<file path="config.mk">
export PLATFORM = sky130hd
export DESIGN_NAME = ain_seq
export DESIGN_NICKNAME = d
export VERILOG_FILES = /design/src/rtl/ain_seq_pkg.sv /design/src/rtl/ain_seq_clamp.sv /design/src/rtl/ain_seq_step.sv /design/src/rtl/ain_seq.sv
export SDC_FILE = /design/constraint.sdc
export NUM_CORES = 1
export LEC_CHECK = 0
export ABC_CLOCK_PERIOD_IN_PS = 2200
export BUFFER_PORTS_ARGS = -buffer_cell sky130_fd_sc_hd__buf_4
export CAP_MARGIN = 20
export CORE_MARGIN = 3
export CORE_UTILIZATION = 25
export CTS_CLUSTER_DIAMETER = 150
export DETAILED_ROUTE_END_ITERATION = 7
export PLACE_DENSITY = 0.43
export SYNTH_ARGS = -nofsm -noshare
export SYNTH_HDL_FRONTEND = slang
export SYNTH_SLANG_ARGS = --single-unit
</file>
<file path="constraint.sdc">
create_clock -name clk -period 2.2 [get_ports clk]
set_input_delay 0.22 -clock clk [delete_from_list [all_inputs] [get_ports clk]]
set_output_delay 0.22 -clock clk [all_outputs]
set_load 0.02 [all_outputs]
</file>
<file path="src/rtl/ain_seq_pkg.sv">
package ain_seq_pkg;
    localparam int CTRL_W   = 8;
    localparam int CH_W     = 2;
    localparam int SEL_W    = 2;
    localparam int BIT_AOUT = 6;
    localparam int MODE_LSB = 4;
    localparam int BIT_AUTO = 2;

    typedef enum logic [1:0] {
        MODE_SE4   = 2'd0,
        MODE_DIFF3 = 2'd1,
        MODE_MIX   = 2'd2,
        MODE_DIFF2 = 2'd3
    } mode_e;

    typedef struct packed {
        logic [SEL_W-1:0] pos;
        logic [SEL_W-1:0] neg;
        logic             diff;
    } route_t;

    typedef struct packed {
        mode_e           mode;
        logic [CH_W-1:0] chan;
        logic            autoinc;
        logic            aout;
        logic            busy;
        logic            pend;
        mode_e           p_mode;
        logic [CH_W-1:0] p_chan;
        logic            p_auto;
        route_t          rt;
    } seq_state_t;

    function automatic logic [CH_W-1:0] max_chan(input mode_e m);
        case (m)
            MODE_SE4:   max_chan = CH_W'(3);
            MODE_DIFF3: max_chan = CH_W'(2);
            MODE_MIX:   max_chan = CH_W'(2);
            default:    max_chan = CH_W'(1);
        endcase
    endfunction

    function automatic route_t route(input mode_e m, input logic [CH_W-1:0] c);
        route_t r;
        r = '0;
        case (m)
            MODE_SE4: r.pos = SEL_W'(c);
            MODE_DIFF3: begin
                r.pos  = SEL_W'(c);
                r.neg  = SEL_W'(3);
                r.diff = 1'b1;
            end
            MODE_MIX: begin
                r.pos = SEL_W'(c);
                if (c == CH_W'(2)) begin
                    r.neg  = SEL_W'(3);
                    r.diff = 1'b1;
                end
            end
            default: begin
                r.pos  = SEL_W'({c[0], 1'b0});
                r.neg  = SEL_W'({c[0], 1'b1});
                r.diff = 1'b1;
            end
        endcase
        return r;
    endfunction
endpackage

</file>
<file path="src/rtl/ain_seq_clamp.sv">
module ain_seq_clamp
    import ain_seq_pkg::*;
(
    input  mode_e           mode,
    input  logic [CH_W-1:0] req,
    output logic [CH_W-1:0] chan
);
    logic [CH_W-1:0] limit;

    always_comb begin
        limit = max_chan(mode);
        chan  = (req > limit) ? limit : req;
    end
endmodule

</file>
<file path="src/rtl/ain_seq_step.sv">
module ain_seq_step
    import ain_seq_pkg::*;
(
    input  mode_e           mode,
    input  logic [CH_W-1:0] chan,
    output logic [CH_W-1:0] nxt
);
    always_comb begin
        if (chan >= max_chan(mode)) nxt = '0;
        else                        nxt = chan + CH_W'(1);
    end
endmodule

</file>
<file path="src/rtl/ain_seq.sv">
module ain_seq
    import ain_seq_pkg::*;
(
    input  logic              clk,
    input  logic              rst_n,
    input  logic [CTRL_W-1:0] ctrl_byte,
    input  logic              ctrl_load,
    input  logic              conv_start,
    input  logic              conv_done,
    output logic [SEL_W-1:0]  pos_sel,
    output logic [SEL_W-1:0]  neg_sel,
    output logic              diff_sel,
    output logic [CH_W-1:0]   chan,
    output logic              aout_en
);
    seq_state_t st_d, st_q;

    mode_e           ld_mode;
    logic            ld_auto;
    logic [CH_W-1:0] ld_chan;
    logic [CH_W-1:0] step_chan;
    logic            unused_reserved;

    // Field extraction; reserved bits 7 and 3 are dropped
    assign ld_mode         = mode_e'(ctrl_byte[MODE_LSB+1:MODE_LSB]);
    assign ld_auto         = ctrl_byte[BIT_AUTO];
    assign unused_reserved = ctrl_byte[7] ^ ctrl_byte[3];

    ain_seq_clamp u_clamp (
        .mode (ld_mode),
        .req  (ctrl_byte[CH_W-1:0]),
        .chan (ld_chan)
    );

    ain_seq_step u_step (
        .mode (st_q.mode),
        .chan (st_q.chan),
        .nxt  (step_chan)
    );

    always_comb begin
        st_d = st_q;
        if (ctrl_load) st_d.aout = ctrl_byte[BIT_AOUT];
        if (!st_q.busy) begin
            if (ctrl_load) begin
                st_d.mode    = ld_mode;
                st_d.chan    = ld_chan;
                st_d.autoinc = ld_auto;
            end
            if (conv_start) st_d.busy = 1'b1;
        end else if (conv_done) begin
            st_d.busy = 1'b0;
            st_d.pend = 1'b0;
            if (ctrl_load) begin
                st_d.mode    = ld_mode;
                st_d.chan    = ld_chan;
                st_d.autoinc = ld_auto;
            end else if (st_q.pend) begin
                st_d.mode    = st_q.p_mode;
                st_d.chan    = st_q.p_chan;
                st_d.autoinc = st_q.p_auto;
            end else if (st_q.autoinc) begin
                st_d.chan = step_chan;
            end
        end else if (ctrl_load) begin
            st_d.pend   = 1'b1;
            st_d.p_mode = ld_mode;
            st_d.p_chan = ld_chan;
            st_d.p_auto = ld_auto;
        end
        st_d.rt = route(st_d.mode, st_d.chan);
    end

    always_ff @(posedge clk or negedge rst_n) begin
        if (!rst_n) st_q <= '0;
        else        st_q <= st_d;
    end

    assign pos_sel  = st_q.rt.pos;
    assign neg_sel  = st_q.rt.neg;
    assign diff_sel = st_q.rt.diff;
    assign chan     = st_q.chan;
    assign aout_en  = st_q.aout;

    logic       busy_w;
    logic       pend_w;
    logic       auto_w;
    logic [1:0] mode_w;
    assign busy_w = st_q.busy;
    assign pend_w = st_q.pend;
    assign auto_w = st_q.autoinc;
    assign mode_w = st_q.mode;
endmodule

</file>
* Word level (Yosys, flattened, before mapping)
Index checks and enable logic that the tools add are counted.
** Storage, ports and cells
- Register bits after elaboration :: 18
- Output and inout bits :: 8
- Logic and storage cells :: 56
** Operators by class
- $add $sub $neg :: 1
- $lt $le $gt $ge :: 2
- Eq/ne operators :: 9
- Multiplexer cells :: 20
- Bitwise gates (word level) :: 1
- Reductions and logical operators :: 11
** Operators by type and width (count)
- $mux 5 :: 4
- $mux 2 :: 6
- $pmux 3 s3 :: 1
- $eq 2x2->1 const B :: 4
- $pmux 2 s2 :: 2
- $eq 2x1->1 const B :: 3
- $logic_not 2->1 :: 3
- $mux 6 :: 1
- $reduce_and 3->1 :: 2
- $mux 1 :: 5
- $reduce_bool 2->1 :: 2
- $reduce_or 2->1 :: 2
- $mux 3 :: 1
- $ne 3x2->1 const B :: 1
- $reduce_or 3->1 :: 1
- $add 2x1->2 const B :: 1
- $ge 2x2->1 :: 1
- $gt 2x2->1 :: 1
- $ne 2x2->1 const B :: 1
- $reduce_and 2->1 :: 1
- $not 1->1 :: 1

* Depth between registers and ports, before layout
Gate-level depths: netlist of run 1.
- Depth after elaboration :: 13
- Depth in mapped cells :: 8
- Gate-level depth less buffers :: 8

* Modules after synthesis
From an unflattened synthesis of run 1, not the netlist that was laid out.
** Second synthesis, totals
- Cell total of the unflattened synthesis :: 110
- Area total of the unflattened synthesis :: 1174.9 sq um
** By module, submodules not included
- ain_seq :: times used 1, cells each 90, area each 1002.2 sq um, sequential area each 425.4 sq um
- ain_seq_step :: times used 1, cells each 9, area each 87.6 sq um, sequential area each 0.0 sq um
- ain_seq_clamp :: times used 1, cells each 11, area each 85.1 sq um, sequential area each 0.0 sq um

* Worst setup path before layout of run 1
OpenSTA, ideal clock, no wires.
- Path type :: reg-to-reg
- Start :: register st_q, in the netlist mode_w[0]
- End :: register st_q, in the netlist neg_sel[0]
- Data arrival time :: 1922 ps
- Required time :: 2066 ps
- Slack :: 145 ps
- Stages on the path, launching flop included :: 9
- Buffers on the path :: 0
- Period minus slack after synthesis :: 2055 ps
- Cells stage by stage :: dfrtp_1 ha_1 inv_1 ha_1 nand2b_1 a2111oi_0 o221a_2 or2_1 o41ai_2
** Between the ends
- Word-level cells in the longest chain between the ends :: 13
** RTL lines
- from (decl) :: RTL line ain_seq.sv:16 : seq_state_t st_d, st_q;
- from (signal assigned) :: RTL line ain_seq.sv:76 : else st_q <= st_d;
- $eq 2x1->1 or $eq 2x2->1 (tied branches) :: RTL line ain_seq_pkg.sv:36 : case (m)
- $reduce_or 2->1 (no source line)
- $pmux 2 s2 :: RTL line ain_seq_pkg.sv:36
- $ge 2x2->1 :: RTL line ain_seq_step.sv:9 : if (chan >= max_chan(mode)) nxt = '0;
- $mux 2 :: RTL line ain_seq_step.sv:9
- $mux 2 :: RTL line ain_seq.sv:62 : end else if (st_q.autoinc) begin
- $mux 2 :: RTL line ain_seq.sv:58 : end else if (st_q.pend) begin
- $mux 5 :: RTL line ain_seq.sv:54 : if (ctrl_load) begin
- $mux 5 :: RTL line ain_seq.sv:51 : end else if (conv_done) begin
- $mux 5 * :: RTL line ain_seq.sv:44 : if (!st_q.busy) begin
- $eq 2x2->1 :: RTL line ain_seq_pkg.sv:56 : if (c == CH_W'(2)) begin
- $mux 3 :: RTL line ain_seq_pkg.sv:56
- $pmux 3 s3 * :: RTL line ain_seq_pkg.sv:47 : case (m)
Every way passes the cells marked *; elsewhere a longest branch is shown, timed or not. The select of a mux whose other input is x is not followed.
A chain may end at the register's enable or synchronous reset.

* Final worst setup path of run 1
Same ends and word-level chain as after synthesis.

==> reports/results.ini, run 1 <==
[critical_path]
startpoint_type=flip-flop
cpPeakStageDelay_ps=390
path_cells=ha_1, inv_1, ha_1, nand2b_1, a2111oi_2, o221a_2, or2_1, o41ai_2
critPathMostFrequentCell=ha_1
ff2ff_setup_slack_ps=120
cp_data_required_time_ps=2320
critPathKind=flip-flop to flip-flop
crit_slowest_cell=dfrtp_1
path_max_fanout=3
crit_family=compound AO/OA/AOI/OAI gates
worst-path-buf-inv=1
arrival_ps=2200
end_kind=flip-flop

[route]
drcViolationCount=0
dr_total_vias=837
wl_per_cell_um=13.3
ant_nets=0
viasPerCell=4.65
dr.pass1.iters=4
dr.first_iter.drc_count=24
routed_wl_um=2390

[pwr]
switching_power_mw=0.437
internal_power_mw=0.765
power_mw=1.20
seq_power_share_pct=37.9
pwr-share-comb_pct=42.7
ir_drop_v=0.000217
p_per_area_mw_per_mm2=893
clockPowerShare_pct=19.4
swShare_pct=36.4
p_leak_nw=0.645

[finish]
layout_common_cells=buf_4 (22), dfrtp_1 (17), inv_1 (12)
fillers=425
final_common_cell=buf_4
drive_gt1_share_pct=30.0
syn2layout_area_growth_pct=19.3
antenna_cells=0
final_nets=151
final_util_pct=32.2

[global_route]
grt_usage_pct=10.6
grt_pass1_wl_um=4360
antenna_found_initial=0
grt-ovfl-total=0
grt_max_degree=19
grt_pass1_vias=892

[sta]
clock.fmax_mhz=482
rsz0062_at_grt=no
period_minus_slack_ps=2080
setup_tns_ps=0
worst_pin_slew_ps=397
drv_slew=0
layout_setup_ws_ps=123
hold_violations=0
slew_headroom_pct=73.4
finalSetupViolations=0
finalCritPeriodShare_pct=94.4
skew_ps=3.80

[place]
pre_cts_ws_ps=78.0
dp_hpwl_um=1830
io_buffers=18
gp_congestion=0.742

[clock_tree]
clock_latency_ps=250
cts_sinks=17
numCtsBuffers=3
cts_tree=done
root_buffer=clkbuf_8
cts.clk_slew.worst_paths_ps=70
ctsHtreeMaxLevel=1
cts_buffer_depth=2
postCtsSetupRepairBufs=0

[yosys]
synth_cells=113
synthesis.nets=133
yosysUniqueCellTypes=36
synth_edf_count=0
synth.avg_cell_area_um2=9.98
postSynth.asyncResetShare_pct=100
ys_seq_area_share_pct=37.7
synth-seq-cells=17
ys_warn_count=0
ys.flop_type=dfrtp_1
syn_area_mm2=0.00113

[run]
cap_violations=0

[die]
fp-row-count=23
ios=21
dieArea_mm2=0.00535
core_area_mm2=0.00417
die_w_um=73.2
start_util_pct=27.0
fp.dieH_um=73.2

[worst_hold_path]
hp-class=input pin to flip-flop

[outcome]
outcome=finished clean

-- layer usage --
layer / wire (um) / track usage (%)
met1: 1090 / 13.8
met2: 1180 / 16.5
met3: 78 / 1.93
met5: 0 / 0
met4: 51 / 5.53
-- registers in the layout, summed over array words and instances (netlist names) --
name,flops
aout_en,1
pend_w,1
busy_w,1
chan,2
neg_sel,2
st_q,5
pos_sel,2
mode_w,2
auto_w,1
-- through the flow --
stage | cells | area (um2) | hold WS, ps
floorplan | 113 | 1130 | -75.6
global placement | 175 | 1280 | 103
detailed placement | 175 | 1280 | 107
CTS | 180 | 1340 | 197
global route | 180 | 1350 | 210
finish | 180 | 1350 | 200
-- worst register-to-register path: stages, from the launching register on --
cell and delay, ps:
dfrtp_1 390, ha_1 280, inv_1 40, ha_1 250, nand2b_1 180, a2111oi_2 320, o221a_2 300, or2_1 130
o41ai_2 70
-- path summary, 6_finish.rpt --
| kind | cells after the start | start | endpoint |
|---|---|---|---|
| setup / recovery | 8 | mode_w[0]$_DFF_PN0_ | neg_sel[0]$_DFF_PN0_ |
| hold / removal | 2 | ctrl_byte[6] | aout_en$_DFFE_PN0P_ |
| setup reg to reg | 8 | mode_w[0]$_DFF_PN0_ | neg_sel[0]$_DFF_PN0_ |
| hold reg to reg | 2 | st_q[6]$_DFFE_PN0P_ | st_q[6]$_DFFE_PN0P_ |
| max in group asynchronous | 2 | rst_n | chan[1]$_DFF_PN0_ |
| min in group asynchronous | 2 | rst_n | busy_w$_DFF_PN0_ |
-- Yosys cell counts, types with 2 or more instances --
| cell | instances | area [um2] |
|---|---|---|
| a21oi_1 | 8 | 40.0 |
| and3_1 | 3 | 18.8 |
| buf_2 | 3 | 15.0 |
| buf_4 | 6 | 45.0 |
| dfrtp_1 | 17 | 425 |
| ha_1 | 7 | 87.6 |
| inv_1 | 12 | 45.0 |
| mux2_2 | 5 | 56.3 |
| mux2i_1 | 7 | 70.1 |
| nand2_1 | 5 | 18.8 |
| nand2b_1 | 4 | 25.0 |
| nand3_1 | 2 | 10.0 |
| nor2_1 | 5 | 18.8 |
| nor2b_1 | 2 | 12.5 |
| nor3_1 | 2 | 10.0 |
| o21ai_0 | 5 | 25.0 |
-- final cells by class --
cell class                 instances  area [um2]  share of cell area (%)
multi-input combinational         73         588                    43.7
sequential                        17         425                    31.6
timing repair buffer              23         175                    13.0
tap                               50        62.6                    4.65
inverter                          13        48.8                    3.63
clock buffer                       4        45.0                    3.35
-- cells by family after synthesis --
group                      Yosys count  synth area share (%)
muxes                               12                  11.2
buffers and inverters               23                  10.7
AOI/OAI and AO/OA                   26                  17.4
DFF                                 17                  37.7
and+or+nand+nor                     28                  15.2
adders and majority gates            7                  7.77
-- timing repair --
action,in CTS,in global routing
hold buffers,1,0
hold endpoints to repair,17,0
setup endpoints to repair,0,5
resized for setup,0,2
-- power groups by stage --
stage	combinational [mW]	sequential [mW]	clock [mW]
3_3_place_gp	0.495	0.459	0
6_report	0.513	0.456	0.233
5_1_grt	0.577	0.469	0.255
3_5_place_dp	0.502	0.461	0
4_1_cts	0.506	0.455	0.242
2_1_floorplan	0.370	0.459	0
(Power assumes the default switching activity.)
==> run 2: changes to the inputs <==
Settings changed: ABC_CLOCK_PERIOD_IN_PS 2200 to 2140.
Clock period 2.2 ns to 2.14 ns, I/O delays scaled along.
==> reports/results.ini, run 2 (synthesis gave the netlist of run 1 again) <==
[outcome]
outcome=finished clean

[finish]
final_nets=151  ; unchanged
final_util_pct=32.8  ; +0.60 points
drive_gt1_share_pct=31.5  ; +1.5 points
layout_common_cells=buf_4 (22), dfrtp_1 (17), inv_1 (12)
syn2layout_area_growth_pct=21.5
final_common_cell=buf_4
final_cells=180  ; unchanged
largest_reg_flops=5  ; unchanged
antenna_cells=0  ; unchanged
largest-register=st_q
final_area_mm2=0.00137  ; +1.9%

[route]
ant_nets=0  ; unchanged
dr.first_iter.drc_count=41  ; +71%
drcViolationCount=0  ; unchanged
routed_wl_um=2320  ; -3.0%
dr.pass1.iters=4  ; unchanged
viasPerCell=4.68  ; +0.60%
wl_per_cell_um=12.9  ; -3.0%
dr_total_vias=842  ; +0.60%

[global_route]
antenna_found_initial=0  ; unchanged
grt_max_degree=19  ; unchanged
grt-ovfl-total=0  ; unchanged
grt_pass1_vias=817  ; -8.4%
grt_usage_pct=9.73  ; -0.83 points
grt_pass1_wl_um=4030  ; -7.6%

[clock_tree]
cts_sinks=17  ; unchanged
cts.clk_slew.worst_paths_ps=70  ; about the same
root_buffer=clkbuf_8
cts_buffer_depth=2  ; unchanged
postCtsSetupRepairBufs=0  ; unchanged
clock_latency_ps=250  ; about the same
cts_tree=done
ctsHtreeMaxLevel=1  ; unchanged
numCtsBuffers=3  ; unchanged

[pwr]
p_per_area_mw_per_mm2=933  ; +4.5%
internal_power_mw=0.811  ; +6.0%
pwr-share-comb_pct=44.6  ; +1.9 points
ir_drop_v=0.000258  ; +19%
clockPowerShare_pct=18.8  ; -0.6 points
swShare_pct=36.6  ; +0.22 points
switching_power_mw=0.468  ; +7.0%
p_leak_nw=0.653  ; +1.2%
power_mw=1.28  ; +6.4%
seq_power_share_pct=36.6  ; -1.3 points

[sta]
slew_headroom_pct=69.9  ; -3.5 points
finalCritPeriodShare_pct=96.9  ; +2.6 points
worst_pin_slew_ps=452  ; +54.7 ps
drv_slew=0  ; unchanged
skew_ps=4.89  ; +1.09 ps
hold_violations=0  ; unchanged
finalSetupViolations=0  ; unchanged
clock.fmax_mhz=482  ; about the same
period_minus_slack_ps=2070  ; -1.94 ps
layout_setup_ws_ps=65.3  ; -58.1 ps

[critical_path]
startpoint_type=flip-flop
arrival_ps=2220  ; +20 ps
path_max_fanout=3  ; unchanged
ff2ff_setup_slack_ps=70  ; -60 ps
startpoint=mode_w[0]$_DFF_PN0_
critPathKind=flip-flop to flip-flop
rr_startpoint=mode_w[0]$_DFF_PN0_
cp_data_required_time_ps=2290  ; -30 ps
end_kind=flip-flop

[worst_hold_path]
hp-class=input pin to flip-flop
worstHoldStart=ctrl_byte[6]

[die]
core_area_mm2=0.00417  ; unchanged
die_w_um=73.2  ; unchanged
fp-row-count=23  ; unchanged
dieArea_mm2=0.00535  ; unchanged
start_util_pct=27.0  ; unchanged
ios=21  ; unchanged
fp.dieH_um=73.2  ; unchanged

[place]
gp_congestion=0.728  ; -2.0%
dpl_cell_area_mm2=0.00128  ; unchanged
dp_hpwl_um=1770  ; -3.6%
pre_cts_ws_ps=-45.8  ; -124 ps
placed_cells=175  ; unchanged
io_buffers=18  ; unchanged

[run]
cap_violations=0  ; unchanged

## run 2: changes by cell type in the layout (fill, tap and decap cells not counted)
cell       before  now
nor3_2          1    2
nand2b_4        0    1
a2111oi_2       1    0
nor3_1          2    1
a2111oi_4       0    1
nand2b_1        4    3
## run 2: final cells by class
class / count / area (um2)
Timing Repair Buffer: 23 / 175
Sequential cell: 17 / 425
Clock buffer: 4 / 45.0
Fill cell: 416 / 2800
Multi-Input combinational cell: 73 / 613
Inverter: 13 / 48.8
Tap cell: 50 / 62.6
## run 2: final timing paths
path / endpoint / cells after the start
worst max-delay path: neg_sel[0]$_DFF_PN0_ / 8
worst min-delay path: aout_en$_DFFE_PN0P_ / 2
worst max register to register: neg_sel[0]$_DFF_PN0_ / 8
worst min register to register: st_q[8]$_DFFE_PN0P_ / 1
max in group asynchronous: chan[1]$_DFF_PN0_ / 2
min in group asynchronous: busy_w$_DFF_PN0_ / 2
## run 2: per-stage QoR
step	hold WS (ps)	setup TNS [ps]
2_1_floorplan	-81.6	0
3_3_place_gp	95.6	0
3_5_place_dp	95.4	-98.2
4_1_cts	187	0
5_1_grt	198	-15.4
6_report	190	0
## run 2: layer usage
layer | routed length (um) | share of wire, % | track usage (%) | vias to the layer above
met5 | 0 | 0 | 0 | -
met4 | 34 | 1.5 | 5.12 | 0
met3 | 56 | 2.4 | 1.65 | 2
met2 | 1100 | 47 | 14.4 | 13
met1 | 1130 | 49 | 13.4 | 404
li1 | - | - | - | 423
## run 2: power groups by stage
stage               logic [mW]  clock network, mW  registers, mW
CTS                      0.528              0.246          0.467
global route             0.631              0.260          0.480
global placement         0.508                  0          0.472
finish                   0.570              0.241          0.468
detailed placement       0.511                  0          0.473
floorplan                0.381                  0          0.472
## run 2: worst max-delay path, cell delays in order, from the launching register on
cell       delay (ps)
dfrtp_1           380
ha_1              280
inv_1              40
ha_1              270
nand2b_4          140
a2111oi_4          70
o221a_2           300
or2_1             240
o41ai_2           270
## run 2: timing repair
action	4_1_cts	5_1_grt
pin swaps	1	3
gates resized for setup	2	3
setup endpoints to repair	4	5
gates cloned	0	0
hold buffers	1	0
hold endpoints to repair	17	0
